$ cat config.mk
export PLATFORM = sky130hd
export DESIGN_NAME = mrst_sequencer
export DESIGN_NICKNAME = d
export VERILOG_FILES = /design/src/rtl/mrst_pkg.sv /design/src/rtl/mrst_req_merge.sv /design/src/rtl/mrst_stretch.sv /design/src/rtl/mrst_vector.sv /design/src/rtl/mrst_sequencer.sv
export SDC_FILE = /design/constraint.sdc
export NUM_CORES = 1
export LEC_CHECK = 0
export BUFFER_PORTS_ARGS = -buffer_cell sky130_fd_sc_hd__buf_2
export CORE_UTILIZATION = 30
export DETAILED_ROUTE_END_ITERATION = 12
export GPL_ROUTABILITY_DRIVEN = 0
export SYNTH_ARGS = -nofsm -noshare
export SYNTH_HDL_FRONTEND = slang
export SYNTH_SLANG_ARGS = --single-unit
$ cat constraint.sdc
create_clock -name clk -period 2.3 [get_ports clk]
set_input_delay 0.46 -clock clk [delete_from_list [all_inputs] [get_ports clk]]
set_output_delay 0.46 -clock clk [all_outputs]
set_load 0.05 [all_outputs]
$ cat src/rtl/mrst_pkg.sv
package mrst_pkg;
  localparam int NSRC    = 5;
  localparam int SRC_POR = 0;
  localparam int SRC_BOD = 1;
  localparam int SRC_WDT = 2;
  localparam int SRC_CKS = 3;
  localparam int SRC_PIN = 4;
  typedef logic [NSRC-1:0] src_vec_t;
endpackage

$ cat src/rtl/mrst_req_merge.sv
module mrst_req_merge
  import mrst_pkg::*;
(
  input  logic     clk,
  input  logic     por_i,
  input  logic     bod_trip_i,
  input  logic     wdt_expire_i,
  input  logic     clk_fault_i,
  input  logic     ext_rst_n_i,
  input  logic     core_sleep_i,
  input  logic     pclk_stop_i,
  input  logic     mrst_i,
  input  logic     clr_we_i,
  input  src_vec_t clr_mask_i,
  output logic     any_req_o,
  output src_vec_t cause_o
);
  logic     pwr_down;
  src_vec_t req;
  src_vec_t clr_eff;
  src_vec_t cause_q;

  // Brown-out sensing is off while the core sleeps with its peripheral clock stopped
  assign pwr_down = core_sleep_i & pclk_stop_i;

  always_comb begin
    req          = '0;
    req[SRC_POR] = por_i;
    req[SRC_BOD] = bod_trip_i & ~pwr_down;
    req[SRC_WDT] = wdt_expire_i;
    req[SRC_CKS] = clk_fault_i;
    req[SRC_PIN] = ~ext_rst_n_i;
  end

  assign any_req_o = |req;
  assign clr_eff   = (clr_we_i && !mrst_i) ? clr_mask_i : '0;

  always_ff @(posedge clk) begin
    if (req[SRC_POR]) begin
      cause_q          <= '0;
      cause_q[SRC_POR] <= 1'b1;
    end else begin
      cause_q <= (cause_q & ~clr_eff) | req;
    end
  end

  assign cause_o = cause_q;

  a_r2_bod_gated: assert property (@(posedge clk) disable iff (por_i)
    $rose(cause_q[SRC_BOD]) |-> $past(bod_trip_i && !(core_sleep_i && pclk_stop_i)));

  for (genvar i = 1; i < NSRC; i++) begin : g_clr_chk
    a_r8_clear_only_released: assert property (@(posedge clk) disable iff (por_i)
      $fell(cause_q[i]) |-> $past(clr_we_i && clr_mask_i[i] && !mrst_i));
  end
endmodule

$ cat src/rtl/mrst_stretch.sv
module mrst_stretch #(
  parameter int TICKS    = 16,
  parameter int DIV_LOG2 = 2
) (
  input  logic clk,
  input  logic any_req_i,
  output logic mrst_o,
  output logic release_o
);
  localparam int CW = $clog2(TICKS + 1);

  logic                sync1, sync2, mrst_q;
  logic [DIV_LOG2-1:0] pre_q;
  logic [CW-1:0]       tick_cnt;
  logic                tick, last_tick, timing;

  assign tick      = &pre_q;
  assign last_tick = tick && (tick_cnt == CW'(TICKS - 1));
  assign timing    = mrst_q && !sync2;

  // Asynchronous set on any request, synchronous two-stage release
  always_ff @(posedge clk or posedge any_req_i) begin
    if (any_req_i) begin
      sync1  <= 1'b1;
      sync2  <= 1'b1;
      mrst_q <= 1'b1;
    end else begin
      sync1 <= 1'b0;
      sync2 <= sync1;
      if (timing && last_tick) mrst_q <= 1'b0;
    end
  end

  // Quarter-rate prescaler and stretch counter, held clear unless timing
  always_ff @(posedge clk) begin
    if (!timing) begin
      pre_q    <= '0;
      tick_cnt <= '0;
    end else begin
      pre_q <= pre_q + 1'b1;
      if (tick) tick_cnt <= tick_cnt + 1'b1;
    end
  end

  assign mrst_o    = mrst_q;
  assign release_o = timing && last_tick;
endmodule

$ cat src/rtl/mrst_vector.sv
module mrst_vector #(
  parameter int          VEC_W    = 12,
  parameter logic [7:0]  CALL_OPC = 8'hC1,
  parameter logic [11:0] CALL_VEC = 12'h008
) (
  input  logic             clk,
  input  logic             release_i,
  output logic             call_valid_o,
  output logic [7:0]       call_opcode_o,
  output logic [VEC_W-1:0] call_addr_o
);
  always_ff @(posedge clk) begin
    call_valid_o  <= release_i;
    call_opcode_o <= release_i ? CALL_OPC : 8'h00;
    call_addr_o   <= release_i ? VEC_W'(CALL_VEC) : '0;
  end
endmodule

$ cat src/rtl/mrst_sequencer.sv
module mrst_sequencer
  import mrst_pkg::*;
#(
  parameter int          PORT_W        = 8,
  parameter int          VEC_W         = 12,
  parameter int          STRETCH_TICKS = 16,
  parameter int          DIV_LOG2      = 2,
  parameter logic [7:0]  CALL_OPC      = 8'hC1,
  parameter logic [11:0] CALL_VEC      = 12'h008
) (
  input  logic              clk,
  input  logic              por_i,
  input  logic              bod_trip_i,
  input  logic              wdt_expire_i,
  input  logic              clk_fault_i,
  input  logic              ext_rst_n_i,
  input  logic              core_sleep_i,
  input  logic              pclk_stop_i,
  input  logic              bod_sel_i,
  input  logic              cause_clr_we_i,
  input  logic [4:0]        cause_clr_mask_i,
  input  logic [PORT_W-1:0] port_dir_i,
  output logic              mrst_o,
  output logic              irq_clr_o,
  output logic              iobus_rst_o,
  output logic [PORT_W-1:0] port_dir_o,
  output logic              bod_sel_o,
  output logic [4:0]        cause_o,
  output logic              call_valid_o,
  output logic [7:0]        call_opcode_o,
  output logic [VEC_W-1:0]  call_addr_o
);
  localparam int REL_EDGE = 2 + STRETCH_TICKS * (1 << DIV_LOG2);
  localparam int QW       = $clog2(REL_EDGE + 1);

  logic any_req, mrst, release_now;

  mrst_req_merge u_merge (
    .clk          (clk),
    .por_i        (por_i),
    .bod_trip_i   (bod_trip_i),
    .wdt_expire_i (wdt_expire_i),
    .clk_fault_i  (clk_fault_i),
    .ext_rst_n_i  (ext_rst_n_i),
    .core_sleep_i (core_sleep_i),
    .pclk_stop_i  (pclk_stop_i),
    .mrst_i       (mrst),
    .clr_we_i     (cause_clr_we_i),
    .clr_mask_i   (cause_clr_mask_i),
    .any_req_o    (any_req),
    .cause_o      (cause_o)
  );

  mrst_stretch #(.TICKS(STRETCH_TICKS), .DIV_LOG2(DIV_LOG2)) u_stretch (
    .clk       (clk),
    .any_req_i (any_req),
    .mrst_o    (mrst),
    .release_o (release_now)
  );

  mrst_vector #(.VEC_W(VEC_W), .CALL_OPC(CALL_OPC), .CALL_VEC(CALL_VEC)) u_vector (
    .clk           (clk),
    .release_i     (release_now),
    .call_valid_o  (call_valid_o),
    .call_opcode_o (call_opcode_o),
    .call_addr_o   (call_addr_o)
  );

  // Reset-time forcing must follow the asynchronous assert, so it stays combinational
  assign mrst_o      = mrst;
  assign irq_clr_o   = mrst;
  assign iobus_rst_o = mrst;
  assign port_dir_o  = mrst ? '0 : port_dir_i;

  always_ff @(posedge clk) bod_sel_o <= bod_sel_i;

  // Quiet-edge counter used to check the release window
  logic [QW-1:0] quiet_cnt;
  always_ff @(posedge clk) begin
    if (any_req)                         quiet_cnt <= '0;
    else if (quiet_cnt != QW'(REL_EDGE)) quiet_cnt <= quiet_cnt + 1'b1;
  end

  a_r1_req_holds_reset: assert property (@(posedge clk) disable iff (por_i)
    any_req |-> mrst_o);

  a_r3_full_stretch: assert property (@(posedge clk) disable iff (por_i)
    $fell(mrst_o) |-> (quiet_cnt == QW'(REL_EDGE)));

  a_r6_single_strobe: assert property (@(posedge clk) disable iff (por_i)
    call_valid_o |=> !call_valid_o);

  a_r6_strobe_on_release: assert property (@(posedge clk) disable iff (por_i)
    call_valid_o |-> (!mrst_o && $past(mrst_o)));
endmodule

Word-level counts from Yosys, hierarchy flattened
Cells that the tools add are included.

Bits in registers: 37. Input port bits: 23. Output and inout port bits: 38.

Bitwise logic cells: 7. Reduce and logical (&&, ||, !) cells: 8. Add/sub/neg operators: 2. Mux-type cells: 4. Eq/ne operators: 1.

Operators with widths (count): 8-bit 2-to-1 mux (2); 5-bit by 1-bit adder with 5-bit output (second input constant) (1); 5-bit bitwise AND (1); 5-bit by 4-bit equality test with 1-bit output (second input constant) (1); 5-bit 2-to-1 mux (1); 5-bit NOT (1); 5-bit bitwise OR (1); 5-bit OR reduction (1); 1-bit logical AND (4); 4-bit 2-to-1 mux (1); 2-bit by 1-bit adder with 2-bit output (second input constant) (1); 1-bit bitwise AND (2); 1-bit logical NOT (2); 1-bit NOT (2); 2-bit AND reduction (1).

Logic depth before layout (Yosys ltp)
Gate-level depths: netlist of run 1.

Depth after elaboration: 6. Mapped depth: 5. Depth with buffers taken out: 5.

Hierarchy
A second synthesis of run 1 with hierarchy kept.

Cell total of the unflattened synthesis: 93. Area, all modules: 892.1 µm².

Modules (own cells, without submodules): mrst_stretch (seq. area each 219.0 µm², times used 1, area each 409.1 µm², cells each 38); mrst_req_merge (seq. area each 100.1 µm², times used 1, area each 224.0 µm², cells each 22); mrst_vector (seq. area each 20.0 µm², times used 1, area each 173.9 µm², cells each 22); mrst_sequencer (seq. area each 20.0 µm², times used 1, area each 85.1 µm², cells each 11).

Worst setup path before layout of run 1
Ideal clock, no wire load.

Path type: register to output. Start: register u_stretch.mrst_q (netlist: u_stretch.mrst_o). End: output port port_dir_o[3]. Buffers on the path: 1. Setup slack: 454 ps. Data arrival time: 1386 ps. Data required time: 1840 ps. Stages on the path, launching flop included: 3. Cells stage by stage: dfstp_2 -> clkbuf_1 -> nor2b_1.

Cells in the longest elaborated chain, start to end: 1.

RTL lines: start, declared (RTL line mrst_stretch.sv:12) `logic sync1, sync2, mrst_q;`; start signal, assigned (RTL line mrst_stretch.sv:26) `mrst_q <= 1'b1;`; start signal, assigned (RTL line mrst_stretch.sv:30) `if (timing && last_tick) mrst_q <= 1'b0;`; 8-bit 2-to-1 mux (RTL line mrst_sequencer.sv:73) `assign port_dir_o = mrst ? '0 : port_dir_i;`; end, declared (RTL line mrst_sequencer.sv:26) `output logic [PORT_W-1:0] port_dir_o,`.

Every way passes these cells.

Worst setup path after layout of run 1
Start: register u_stretch.mrst_q (netlist: u_stretch.mrst_o). End: output port port_dir_o[5].

The elaborated chain is that of the path after synthesis.

==> flow_results.org, run 1 <==
** Finish
- Leaving out fill and tap cells, the most frequent cells in the layout are 44 x sky130_fd_sc_hd__buf_2, 17 x sky130_fd_sc_hd__conb_1, 14 x sky130_fd_sc_hd__dfxtp_1.
- The post-route netlist has 40.9% of its cells at a drive strength greater than 1.
- Antenna diode count :: 0
- Counting the fill cells in the layout gives 281.
- Final Util :: 38.2%
- Summing all flip-flop and latch instances after layout gives 359 sq um.
- With fillers left out, the area of the finished cells amounts to 1060 sq um.
- Leaving out fill and tap cells, the most frequent cell in the layout is sky130_fd_sc_hd__buf_2.
- Final #Nets :: 159
- Finished Layout Cells :: 163
- Area of the multi-input gates :: 410 sq um
- The area growth from synthesis to layout is 19.2%.

** STA
- Setup violations remaining at the end of the flow were counted as 0.
- Setup ws final :: 0.448 ns
- The worst path uses 80.5% of the clock period.
- Period minus WS final :: 1.85 ns
- The hold violation total from the final report was 0.
- Worst clock skew :: 0.00427 ns
- For this run, the top clock speed supported by timing is 540 MHz.
- The number of max-slew violations in the final report was 0.
- Setup total negative slack on the finished layout was measured at 0 ns.
- Setup repair after global routing left no endpoint under its margin.

** Setup path
- STA classifies the critical path endpoint as an output port.
- Crit path required time :: 1.84 ns
- Counting cells, the worst reg-to-reg path comes to 4.
- On the worst path, the slowest cell contributes a delay of 0.69 ns.
- The worst setup path is launched from a flip-flop.
- On the critical path, the stage with the largest delay is an instance of sky130_fd_sc_hd__dfstp_2.
- In this run the worst path has a maximum fanout of 20.
- Cells along the critical path :: and2b_1 > buf_2
- Worst Setup Path Type :: reg -> out
- Register-to-register setup slack :: 1.00 ns
- In this run the critical register-to-register path is launched from u_stretch.tick_cnt[0].
- Critical Path Source :: u_stretch.mrst_o
- Worst R2R End :: u_stretch.tick_cnt[4]
- Following the worst setup path forward leads to its endpoint at port_dir_o[5].
- Data arrival, critical path :: 1.39 ns

** Yosys
- In this run, synthesis inferred 0 flip-flops with an integrated enable.
- Most instantiated flip-flop cell in the synthesis netlist :: sky130_fd_sc_hd__dfxtp_1
- A synthesized cell averages 9.68 sq um.
- Mapped Cells :: 92
- Share of synthesized area occupied by flip-flops and latches :: 40.3%
- For this run, the number of Yosys warnings is 0.
- The number of different library cells used by synthesis comes to 29.
- Counting flops with an async set or reset pin after synthesis yields a share of 17.6%.
- The mapped netlist covers 891 sq um.
- Synth Register Bits :: 17

** Floorplan
- For this configuration, the core starts out at a cell density of 32.0%.
- After floorplanning, the core was divided into 19 placement rows.
- Die span in x :: 56.5 um
- From bottom edge to top edge, the die measures 56.5 um.
- Boundary Pins :: 61
- The die covers 3190 sq um.
- Core Region :: 2780 sq um

** Route
- In the routed design, unresolved DRC markers number 0.
- Antenna Violating Nets Remaining :: 0
- Length of the first detailed-routing pass in iterations :: 2
- After detailed routing, the average wire length per cell comes to 8.73 um.
- Via count of the routed design :: 690
- Via-to-Cell Ratio :: 4.23
- After the first detailed-routing iteration, the DRC count stood at 2.
- Wires add up to 1420 um.

** Global routing
- Total grt overflow :: 0
- First-pass GRT wire length :: 2500 um
- Vias in the first global route :: 616
- The number of antenna violations at the first check in global routing is 0.
- Global-route total usage across every layer :: 9.95%
- Pin count of the biggest net entering global routing :: 21

** Placed design
- The count of buffers added on input and output ports is 44.
- Including well taps, the total number of placed cells is 159.
- Instance area at placement :: 1040 sq um
- Worst slack at placement :: 0.757 ns
- Half-perimeter wire length after detailed placement :: 1200 um

** Clock network
- Clock latency on the worst-skew pair, taken at its later pin, is 0.28 ns.
- Clock tree synthesis found a total of 17 sinks.
- Buffers added to address setup during post-CTS repair amount to 0.
- Number of buffers created by CTS :: 3
- CTS Root Cell :: sky130_fd_sc_hd__clkbuf_4
- In this run the number of H-tree levels came out at 1.
- TritonCTS built the clock tree.
- Register clock-pin slew on the reported worst setup and hold paths :: 0.09 ns
- No sink is reached through more buffers than the 2 on the longest clock path.
- In this run, post-CTS hold repair placed 0 buffers.
- Number of resized instances in the post-cts repair step :: 0

** Flow run
- The tool flagged a number of max-cap violations equal to 0.

** Power and ir drop
- Worst-case vdd ir drop :: 0.318 mV
- Total power per unit cell area :: 590 nW/um^2
- Leakage component of the power :: 0.546 nW

** Min path
- In this run the most critical hold path is launched from bod_sel_i.
- Class of the most critical hold timing path :: in -> reg

** Status
- The flow ran to the end, and the final reports show no timing, DRC or antenna violations.
state kept, by name, summed over array words and instances, names as in the netlist:
signal                  cells
u_stretch.mrst_o            1
u_stretch.tick_cnt          5
u_stretch.pre_q             2
u_stretch.sync2             1
u_stretch.sync1             1
bod_sel_o                   1
u_merge.cause_o             5
u_vector.call_opcode_o      1
worst min-delay path by stage:
stage	endpoint	slack [ns]	cells past startpoint
floorplan	u_stretch.sync2	0.35	0
global placement	u_stretch.sync2	0.35	0
detailed placement	u_stretch.sync2	0.35	0
CTS	bod_sel_o	0.26	1
global route	bod_sel_o	0.25	1
finish	bod_sel_o	0.27	1
report_power, final:
group,total (W),switching (W),internal [W]
clock,0.000152,0.0000849,0.0000673
combinational,0.000164,0.000129,0.0000351
sequential,0.000310,0.00000459,0.000306
worst max-delay path, delay by kind of cell, from the launching register on:
family / cells / cell delay, ns
buffers and inverters: 1 / 0.20
AND/OR/NAND/NOR: 1 / 0.21
flip-flops: 1 / 0.69
logic make-up (layout without fill, tap and decap cells):
group / Yosys count / count (layout) / share of synthesized area, %
and+or+nand+nor: 35 / 35 / 25.4
buffers and inverters: 26 / 50 / 20.4
DFF: 17 / 17 / 40.3
AOI/OAI and AO/OA: 7 / 7 / 6.04
adders and majority gates: 3 / 3 / 4.21
muxes: 2 / 2 / 2.25
other: 1 / 17 / 0.421
xor gates and xnor gates: 1 / 1 / 0.983
synthesized netlist by cell type (all sizes together) (2+ instances only):
| cell type | number | area share (%) |
|---|---|---|
| mux2i | 2 | 2.2 |
| dfstp | 3 | 8.8 |
| a21bo | 2 | 2.2 |
| nand3b | 3 | 2.5 |
| nor2b | 3 | 2.1 |
| ha | 3 | 4.2 |
| nor3 | 3 | 1.7 |
| nor2 | 9 | 3.8 |
| nand2b | 2 | 1.4 |
| dfxtp | 14 | 31 |
| and2b | 6 | 5.1 |
| buf | 23 | 19 |
| inv | 2 | 0.84 |
| and4b | 2 | 2.2 |
| and4bb | 2 | 2.8 |
final cells by class:
class / count / share of cell area, %
timing repair buffer: 44 / 20.7
inverter: 2 / 0.707
clock buffer: 4 / 2.47
sequential: 17 / 33.8
multi-input combinational: 65 / 38.6
tap: 31 / 3.65
per-stage QoR:
stage | hold WS (ns) | total power, W
finish | 0.275 | 0.000626
global route | 0.253 | 0.000661
CTS | 0.263 | 0.000637
detailed placement | 0.348 | 0.000481
global placement | 0.347 | 0.000480
floorplan | 0.345 | 0.000465
per-layer routing:
| metal | part of all wire, % | vias up | track usage [%] |
|---|---|---|---|
| met5 | 0 | - | 0 |
| met4 | 2.0 | 0 | 6.27 |
| met3 | 7.6 | 4 | 2.30 |
| met2 | 49 | 38 | 17.3 |
| met1 | 41 | 303 | 10.7 |
| li1 | - | 345 | - |
Power figures use the tool's default switching activity.
==> inputs of run 2 (changes only) <==
==> constraint.sdc (replaced) <==
create_clock -name clk -period 1.6 [get_ports clk]
set_input_delay 0.32 -clock clk [delete_from_list [all_inputs] [get_ports clk]]
set_output_delay 0.32 -clock clk [all_outputs]
set_load 0.05 [all_outputs]
==> flow_results.org, run 2 (same netlist as run 1, synthesis figures left out) <==
** Status
- The flow ran to the end, but the final reports show violations.
- Violations in the final reports :: negative setup slack

** Finish
- Compared with the post-synthesis result, the final layout area differs by 28.5%.
- Final #Nets :: 163 (+2.5%)
- Commonest cells after routing, fill and taps aside :: 35 x sky130_fd_sc_hd__buf_2, 17 x sky130_fd_sc_hd__conb_1, 14 x sky130_fd_sc_hd__dfxtp_1
- The antenna diode instance count is 0 (unchanged).
- The final cell area excluding filler cells was 1140 sq um (+7.8%).
- The share of layout cells above drive strength 1 was 47.1% (+6.1 points).
- Finished Layout Cells :: 167 (+2.5%)
- Leaving out fill and tap cells, the most frequent cell in the layout is sky130_fd_sc_hd__buf_2.

** Clock network
- The clock latency on the worst-skew pair was 0.28 ns (about the same).
- TritonCTS built the clock tree.
- CTS Root Cell :: sky130_fd_sc_hd__clkbuf_4
- The clock slew at the register clock pins of the worst setup and hold paths is 0.09 ns (about the same).
- Count of hold buffers inserted by post-cts repair :: 0 (unchanged)
- Number of H-tree levels :: 1 (unchanged)
- The count of clock tree sinks is 17 (unchanged).
- Number of buffers created by CTS :: 3 (unchanged)
- The clock tree buffer depth came to 2 (unchanged).

** Floorplan
- The row count is 19 (unchanged).
- Boundary Pins :: 61 (unchanged)
- Effective utilization at floorplan :: 32.0% (unchanged)
- The placeable core region is 2780 sq um (unchanged).
- Die area :: 3190 sq um (unchanged)
- Die boundary height :: 56.5 um (unchanged)
- The die boundary width is 56.5 um (unchanged).

** Setup path
- Category of cells accounting for the largest share of critical-path delay :: flip-flops
- Cells along the critical path :: and2b_2 > buf_6
- Worst Setup Path Type :: reg -> out
- Startpoint types :: flip-flop
- Slowest cell on the critical path :: sky130_fd_sc_hd__dfstp_2
- The number of buffers and inverters on the critical path was 1 (unchanged).
- The largest fanout on the critical path is 10 (-50%).
- The worst endpoint data arrival time is 1.28 ns (-0.11 ns).
- Crit path largest cell delay :: 0.61 ns (-0.08 ns)
- Kind of end point of the critical path :: output port
- Crit path required time :: 1.28 ns (-0.56 ns)

** STA
- The hold violation total from the final report is 0 (unchanged).
- The final critical path takes up 100% of the cycle.
- Worst clock skew :: 0.00199 ns (-0.00228 ns)
- For the finished layout, the period the worst path requires is 1.60 ns.
- The number of setup violations in the final report is 1 (+1).
- The number of max-slew violations in the final report was 0 (unchanged).
- Setup repair after global routing missed its margin :: true
- Setup ws final :: -0.00426 ns (-0.453 ns)
- F_max :: 623 MHz

** Power and ir drop
- Leakage component of the power :: 0.580 nW (+6.2%)
- Combinational fraction of design power :: 27.2% (+1.1 points)
- The internal power contribution was 0.000598 W (+47%).
- Relative contribution of the clock network to total power :: 24.2% (about the same)
- Net switching share of the total power :: 34.8% (about the same)
- Total power per unit cell area :: 801 nW/um^2 (+36%)
- The sequential share of power was 48.7% (-0.9 points).
- Switch Pwr :: 0.000320 W (+46%)
- The worst IR drop on VDD was 0.609 mV (+91%).

** Global routing
- The first-pass GRT wire length was 2820 um (+13%).
- The combined global-route utilization of all metal layers came to 11.2% (+1.3 points).
- Number of antenna violations at the first check in global routing :: 0 (unchanged)
- The remaining global-route overflow came to 0 (unchanged).
- The pin count of the biggest net entering global routing is 11 (-48%).
- Vias in the first global route :: 698 (+13%)

** Route
- The via-per-instance ratio is 4.29 (+1.4%).
- Top metal layer carrying routed signals :: met4
- Antenna Violating Nets Remaining :: 0 (unchanged)
- Drt first-iter violations :: 8 (+6)
- The met1 layer wirelength in the final routing came to 670 um (+15%).
- The number of search-and-repair iterations in the first detailed-routing pass is 4 (+2).
- The number of remaining DRC errors is 0 (unchanged).
- The length of routed met2 wiring was 814 um (+16%).
- The wire length reported by the detailed router is 1620 um (+14%).
- The count of vias placed by the detailed router came to 717 (+3.9%).
- The met3 wirelength from detailed routing came to 116 um (+7.4%).
- Average wire length per cell after detail routing :: 9.68 um (+11%)

** Placed design
- Inst Count DP :: 160 (+0.63%)
- Number of port buffers :: 44 (unchanged)
- Instance area at placement :: 1050 sq um (+1.4%)
- The detailed placer's ending HPWL came to 1270 um (+6.3%).

** Min path
- The min-delay analysis places its worst path in the category in -> reg.

** Flow run
- Reported max-cap violation count :: 0 (unchanged)
==> run 2: cell count changes in the layout (fill, tap and decap cells not counted) <==
cell	delta
sky130_fd_sc_hd__and2b_1	-6
sky130_fd_sc_hd__and2b_2	+6
sky130_fd_sc_hd__buf_2	-9
sky130_fd_sc_hd__buf_4	+7
sky130_fd_sc_hd__buf_6	+6
==> run 2: worst paths after layout <==
path / startpoint / end / slack [ns] / depth (start not counted)
min in group asynchronous: ext_rst_n_i / u_stretch.mrst_o / 0.24 / 2
worst min-delay path: bod_sel_i / bod_sel_o / 0.13 / 1
worst max-delay path: u_stretch.mrst_o / port_dir_o[1] / -0.004 / 2
worst min register to register: u_stretch.sync1 / u_stretch.sync2 / 0.36 / 0
max in group asynchronous: bod_trip_i / u_stretch.sync2 / 1.15 / 3
worst max register to register: u_stretch.tick_cnt[0] / u_stretch.tick_cnt[4] / 0.24 / 4
==> run 2: layer usage <==
layer / vias to the layer above / GRT usage (%)
li1: 352 / -
met3: 4 / 2.76
met1: 317 / 12.4
met4: 0 / 6.27
met2: 44 / 19.5
met5: - / 0
==> run 2: repair_timing <==
item                       in CTS  in global routing
buffers inserted                3                  0
gates resized for setup        13                  4
pin swaps                       0                  0
setup endpoints to repair       6                 11
==> run 2: power by group through the flow <==
stage	registers, W	clock network, W	logic (W)
2_1_floorplan	0.000493	0	0.000177
3_3_place_gp	0.000455	0	0.000235
3_5_place_dp	0.000455	0	0.000237
4_1_cts	0.000447	0.000233	0.000249
5_1_grt	0.000448	0.000259	0.000261
6_report	0.000447	0.000222	0.000249
==> run 2: worst reg2reg max path, stage by stage, from the launching register on <==
cell,delay [ns]
sky130_fd_sc_hd__dfxtp_1,0.35
sky130_fd_sc_hd__ha_1,0.23
sky130_fd_sc_hd__and3_1,0.19
sky130_fd_sc_hd__ha_1,0.27
sky130_fd_sc_hd__a211oi_1,0.24
==> run 2: through the flow <==
| step | utilization, % | total power (W) | hold slack (ns) | TNS, ns | worst slack, ns |
|---|---|---|---|---|---|
| 3_3_place_gp | 37.8 | 0.000690 | 0.350 | 0 | 0.231 |
| 6_report | 41.2 | 0.000918 | 0.132 | -0.00426 | -0.00426 |
| 2_1_floorplan | - | 0.000671 | 0.345 | -0.553 | -0.106 |
| 4_1_cts | 41.0 | 0.000928 | 0.119 | -0.0399 | -0.0184 |
| 3_5_place_dp | 37.8 | 0.000692 | 0.349 | 0 | 0.194 |
| 5_1_grt | 41.2 | 0.000968 | 0.105 | -0.433 | -0.0564 |
==> run 2: final cells by class <==
cell class | instances | area, sq um
timing repair buffer | 48 | 295
tap | 31 | 38.8
sequential | 17 | 359
multi-input combinational | 65 | 418
inverter | 2 | 7.51
clock buffer | 4 | 26.3
fill | 277 | 1640
==> inputs of run 3 (changes only) <==
--- a/config.mk
+++ b/config.mk
@@ -6,9 +6,13 @@
 export NUM_CORES = 1
 export LEC_CHECK = 0
 export BUFFER_PORTS_ARGS = -buffer_cell sky130_fd_sc_hd__buf_2
-export CORE_UTILIZATION = 30
+export CAP_MARGIN = 20
+export CELL_PAD_IN_SITES_DETAIL_PLACEMENT = 0
+export CELL_PAD_IN_SITES_GLOBAL_PLACEMENT = 1
+export CORE_UTILIZATION = 25
 export DETAILED_ROUTE_END_ITERATION = 12
 export GPL_ROUTABILITY_DRIVEN = 0
+export PLACE_DENSITY_LB_ADDON = 0.1
 export SYNTH_ARGS = -nofsm -noshare
 export SYNTH_HDL_FRONTEND = slang
 export SYNTH_SLANG_ARGS = --single-unit
==> flow_results.org, run 3 (same netlist as run 1, synthesis figures left out) <==
** Finish
- The area taken by flip-flops and latches was 359 sq um (unchanged).
- Layout-stage area growth over the synthesis result :: 33.8%
- In the layout the commonest cells are 35 x sky130_fd_sc_hd__buf_2, 17 x sky130_fd_sc_hd__conb_1, 14 x sky130_fd_sc_hd__dfxtp_1.
- Area of the multi-input gates :: 423 sq um (+1.2%)
- Cell area after layout :: 1190 sq um (+4.2%)
- Leaving out fill and tap cells, the most frequent cell in the layout is sky130_fd_sc_hd__buf_2.
- The final cell count without fillers was 182 (+9.0%).
- The share of layout cells above drive strength 1 is 49.3% (+2.2 points).
- The number of fill cells is 366 (+32%).
- Final Util :: 35.5% (-5.7 points)
- The antenna diode instance count is 0 (unchanged).
- Final #Nets :: 163 (unchanged)

** Floorplan
- The row count was 21 (+2).
- The die boundary width came to 61.7 um (+9.2%).
- The area of the die is 3810 sq um (+19%).
- Effective utilization at floorplan :: 26.5% (-5.5 points)
- The placeable core region was 3360 sq um (+21%).
- The vertical die dimension came to 61.7 um (+9.2%).
- Boundary Pins :: 61 (unchanged)

** Setup path
- Max Fanout on Critical Path :: 7 (-3)
- STA classifies the critical path endpoint as an output port.
- The worst setup path is launched from a flip-flop.
- The setup slack on the worst flop-to-flop path came to 0.24 ns (about the same).
- Worst Setup Path Type :: reg -> out
- R2r startpoint :: u_stretch.mrst_o
- The worst register-to-register path ends at u_stretch.tick_cnt[3].
- The worst endpoint data arrival time came to 1.30 ns (+0.02 ns).
- The number of cells traversed by the worst register-to-register path is 4 (unchanged).
- Crit path required time :: 1.28 ns (about the same)

** Clock network
- The clock slew at the register clock pins of the worst setup and hold paths was 0.10 ns (about the same).
- The clock tree buffer depth was 2 (unchanged).
- The H-tree depth was 1 (unchanged).
- Clock sink count :: 17 (unchanged)
- Number of buffers created by CTS :: 3 (unchanged)
- The clock latency on the worst-skew pair was 0.29 ns (about the same).
- Clock tree from TritonCTS :: built
- CTS Root Cell :: sky130_fd_sc_hd__clkbuf_4
- The count of hold-fix buffers inserted at cts came to 0 (unchanged).

** Power and ir drop
- The worst IR drop on VDD is 0.254 mV (-58%).
- Internal power :: 0.000598 W (about the same)
- The cell leakage power came to 0.592 nW (+2.2%).
- Net switching share of the total power :: 35.9% (+1.0 points)
- The part of the power in combinational logic is 27.3% (about the same).
- The clock group share of total power came to 24.9% (+0.7 points).
- Power share of the sequential group :: 47.8% (-0.9 points)
- Total power per unit cell area :: 782 nW/um^2 (-2.4%)
- Switch Pwr :: 0.000334 W (+4.7%)

** STA
- The minimum clock period after layout is 1.62 ns (+0.0110 ns).
- Worst clock skew :: 0.00180 ns (-0.000194 ns)
- F_max :: 619 MHz (-0.68%)
- The worst setup slack after layout was -0.0152 ns (-0.0110 ns).
- Slew Viols, Final :: 0 (unchanged)
- Setup repair after global routing could not meet its margin everywhere.
- The portion of the clock cycle consumed by the worst path in the final layout is 101% (+0.69 points).
- The hold violation total from the final report was 0 (unchanged).
- Final setup violation count :: 5 (+4)

** Status
- Violations in the final reports :: negative setup slack
- Outcome :: finished, violations left

** Global routing
- The combined global-route utilization of all metal layers was 10.2% (-0.98 points).
- The remaining global-route overflow came to 0 (unchanged).
- Pin count of the biggest net entering global routing :: 11 (unchanged)
- The first-pass GRT wire length came to 2700 um (-4.2%).
- Vias in the first global route :: 637 (-8.7%)
- Number of antenna violations at the first check in global routing :: 0 (unchanged)

** Min path
- The instance count along the most critical hold path came to 1 (unchanged).
- Hold Startpoint :: bod_sel_i
- The worst hold path belongs to the class in -> reg.
- Worst Hold Endpoint :: bod_sel_o

** Route
- The via-per-instance ratio was 3.96 (-7.7%).
- The number of search-and-repair iterations in the first detailed-routing pass is 2 (-2).
- Via count of the routed design :: 721 (+0.56%)
- The wire length reported by the detailed router was 1760 um (+8.7%).
- The number of remaining DRC errors is 0 (unchanged).
- The number of DRC markers after the initial detailed-route iteration came to 10 (+2).
- Average wire length per cell after detail routing :: 9.65 um (-0.24%)
- The number of nets with antenna violations after routing was 0 (unchanged).

** Placed design
- The worst setup timing slack at the placement stage was 0.189 ns (-0.00546 ns).
- The number of I/O port buffers is 44 (unchanged).
- The detailed placer's ending HPWL was 1360 um (+6.9%).
- Inst Count DP :: 175 (+9.4%)
- Instance area at placement :: 1070 sq um (+1.8%)

** Flow run
- Reported max-cap violation count :: 0 (unchanged)
==> run 3: cell types whose count changed in the layout (fill, tap and decap cells not counted) <==
cell	change
sky130_fd_sc_hd__clkbuf_1	-1
sky130_fd_sc_hd__buf_6	+4
sky130_fd_sc_hd__nor2b_2	+2
sky130_fd_sc_hd__buf_4	-5
sky130_fd_sc_hd__clkinv_2	+1
sky130_fd_sc_hd__nor2b_1	-2
sky130_fd_sc_hd__buf_8	+1
==> run 3: metrics by stage <==
step,setup TNS (ns),total power (W),hold slack (ns)
6_report,-0.0521,0.000933,0.121
5_1_grt,-0.699,0.000983,0.107
4_1_cts,-0.217,0.000952,0.105
3_5_place_dp,0,0.000694,0.348
3_3_place_gp,0,0.000694,0.348
2_1_floorplan,-0.553,0.000671,0.345
==> run 3: worst max-delay path, cell delays in order, from the launching register on <==
cell,delay (ns)
sky130_fd_sc_hd__dfstp_2,0.60
sky130_fd_sc_hd__buf_6,0.13
sky130_fd_sc_hd__buf_4,0.13
sky130_fd_sc_hd__buf_8,0.14
==> run 3: worst max-delay path by stage <==
stage	startpoint	to	slack [ns]	cells after the start
finish	u_stretch.mrst_o	iobus_rst_o	-0.02	3
global route	u_stretch.mrst_o	port_dir_o[6]	-0.09	4
CTS	u_stretch.mrst_o	iobus_rst_o	-0.04	3
detailed placement	u_stretch.mrst_o	port_dir_o[2]	0.19	2
global placement	u_stretch.mrst_o	port_dir_o[0]	0.21	2
floorplan	u_stretch.mrst_o	port_dir_o[3]	-0.11	2
==> run 3: timing repair <==
item,CTS,global route
endpoints found under the hold margin,0,0
gates cloned,0,0
setup endpoints to repair,9,11
resized for setup,24,0
setup buffers,3,0
==> run 3: area by class of cell <==
class / count / share of cell area (%)
Clock inverter: 1 / 0.420
Timing Repair Buffer: 48 / 26.7
Sequential cell: 17 / 30.1
Multi-Input combinational cell: 65 / 35.5
Tap cell: 46 / 4.83
Inverter: 2 / 0.630
Clock buffer: 3 / 1.89
==> run 3: metal layers <==
metal  share of wire [%]  GRT usage, %  wire, um  up-vias
met3                 8.7          4.76       152        5
met4                 1.6          4.76        28        0
met2                  49          17.2       865       37
met5                   0             0         0        -
li1                    -             -         -      355
met1                  40          10.9       710      324
==> run 3: power groups by stage <==
stage               Combinational (W)  Sequential, W  Clock (W)
finish                       0.000254       0.000446   0.000232
floorplan                    0.000177       0.000493          0
global route                 0.000268       0.000448   0.000267
CTS                          0.000255       0.000446   0.000250
detailed placement           0.000239       0.000455          0
global placement             0.000239       0.000455          0
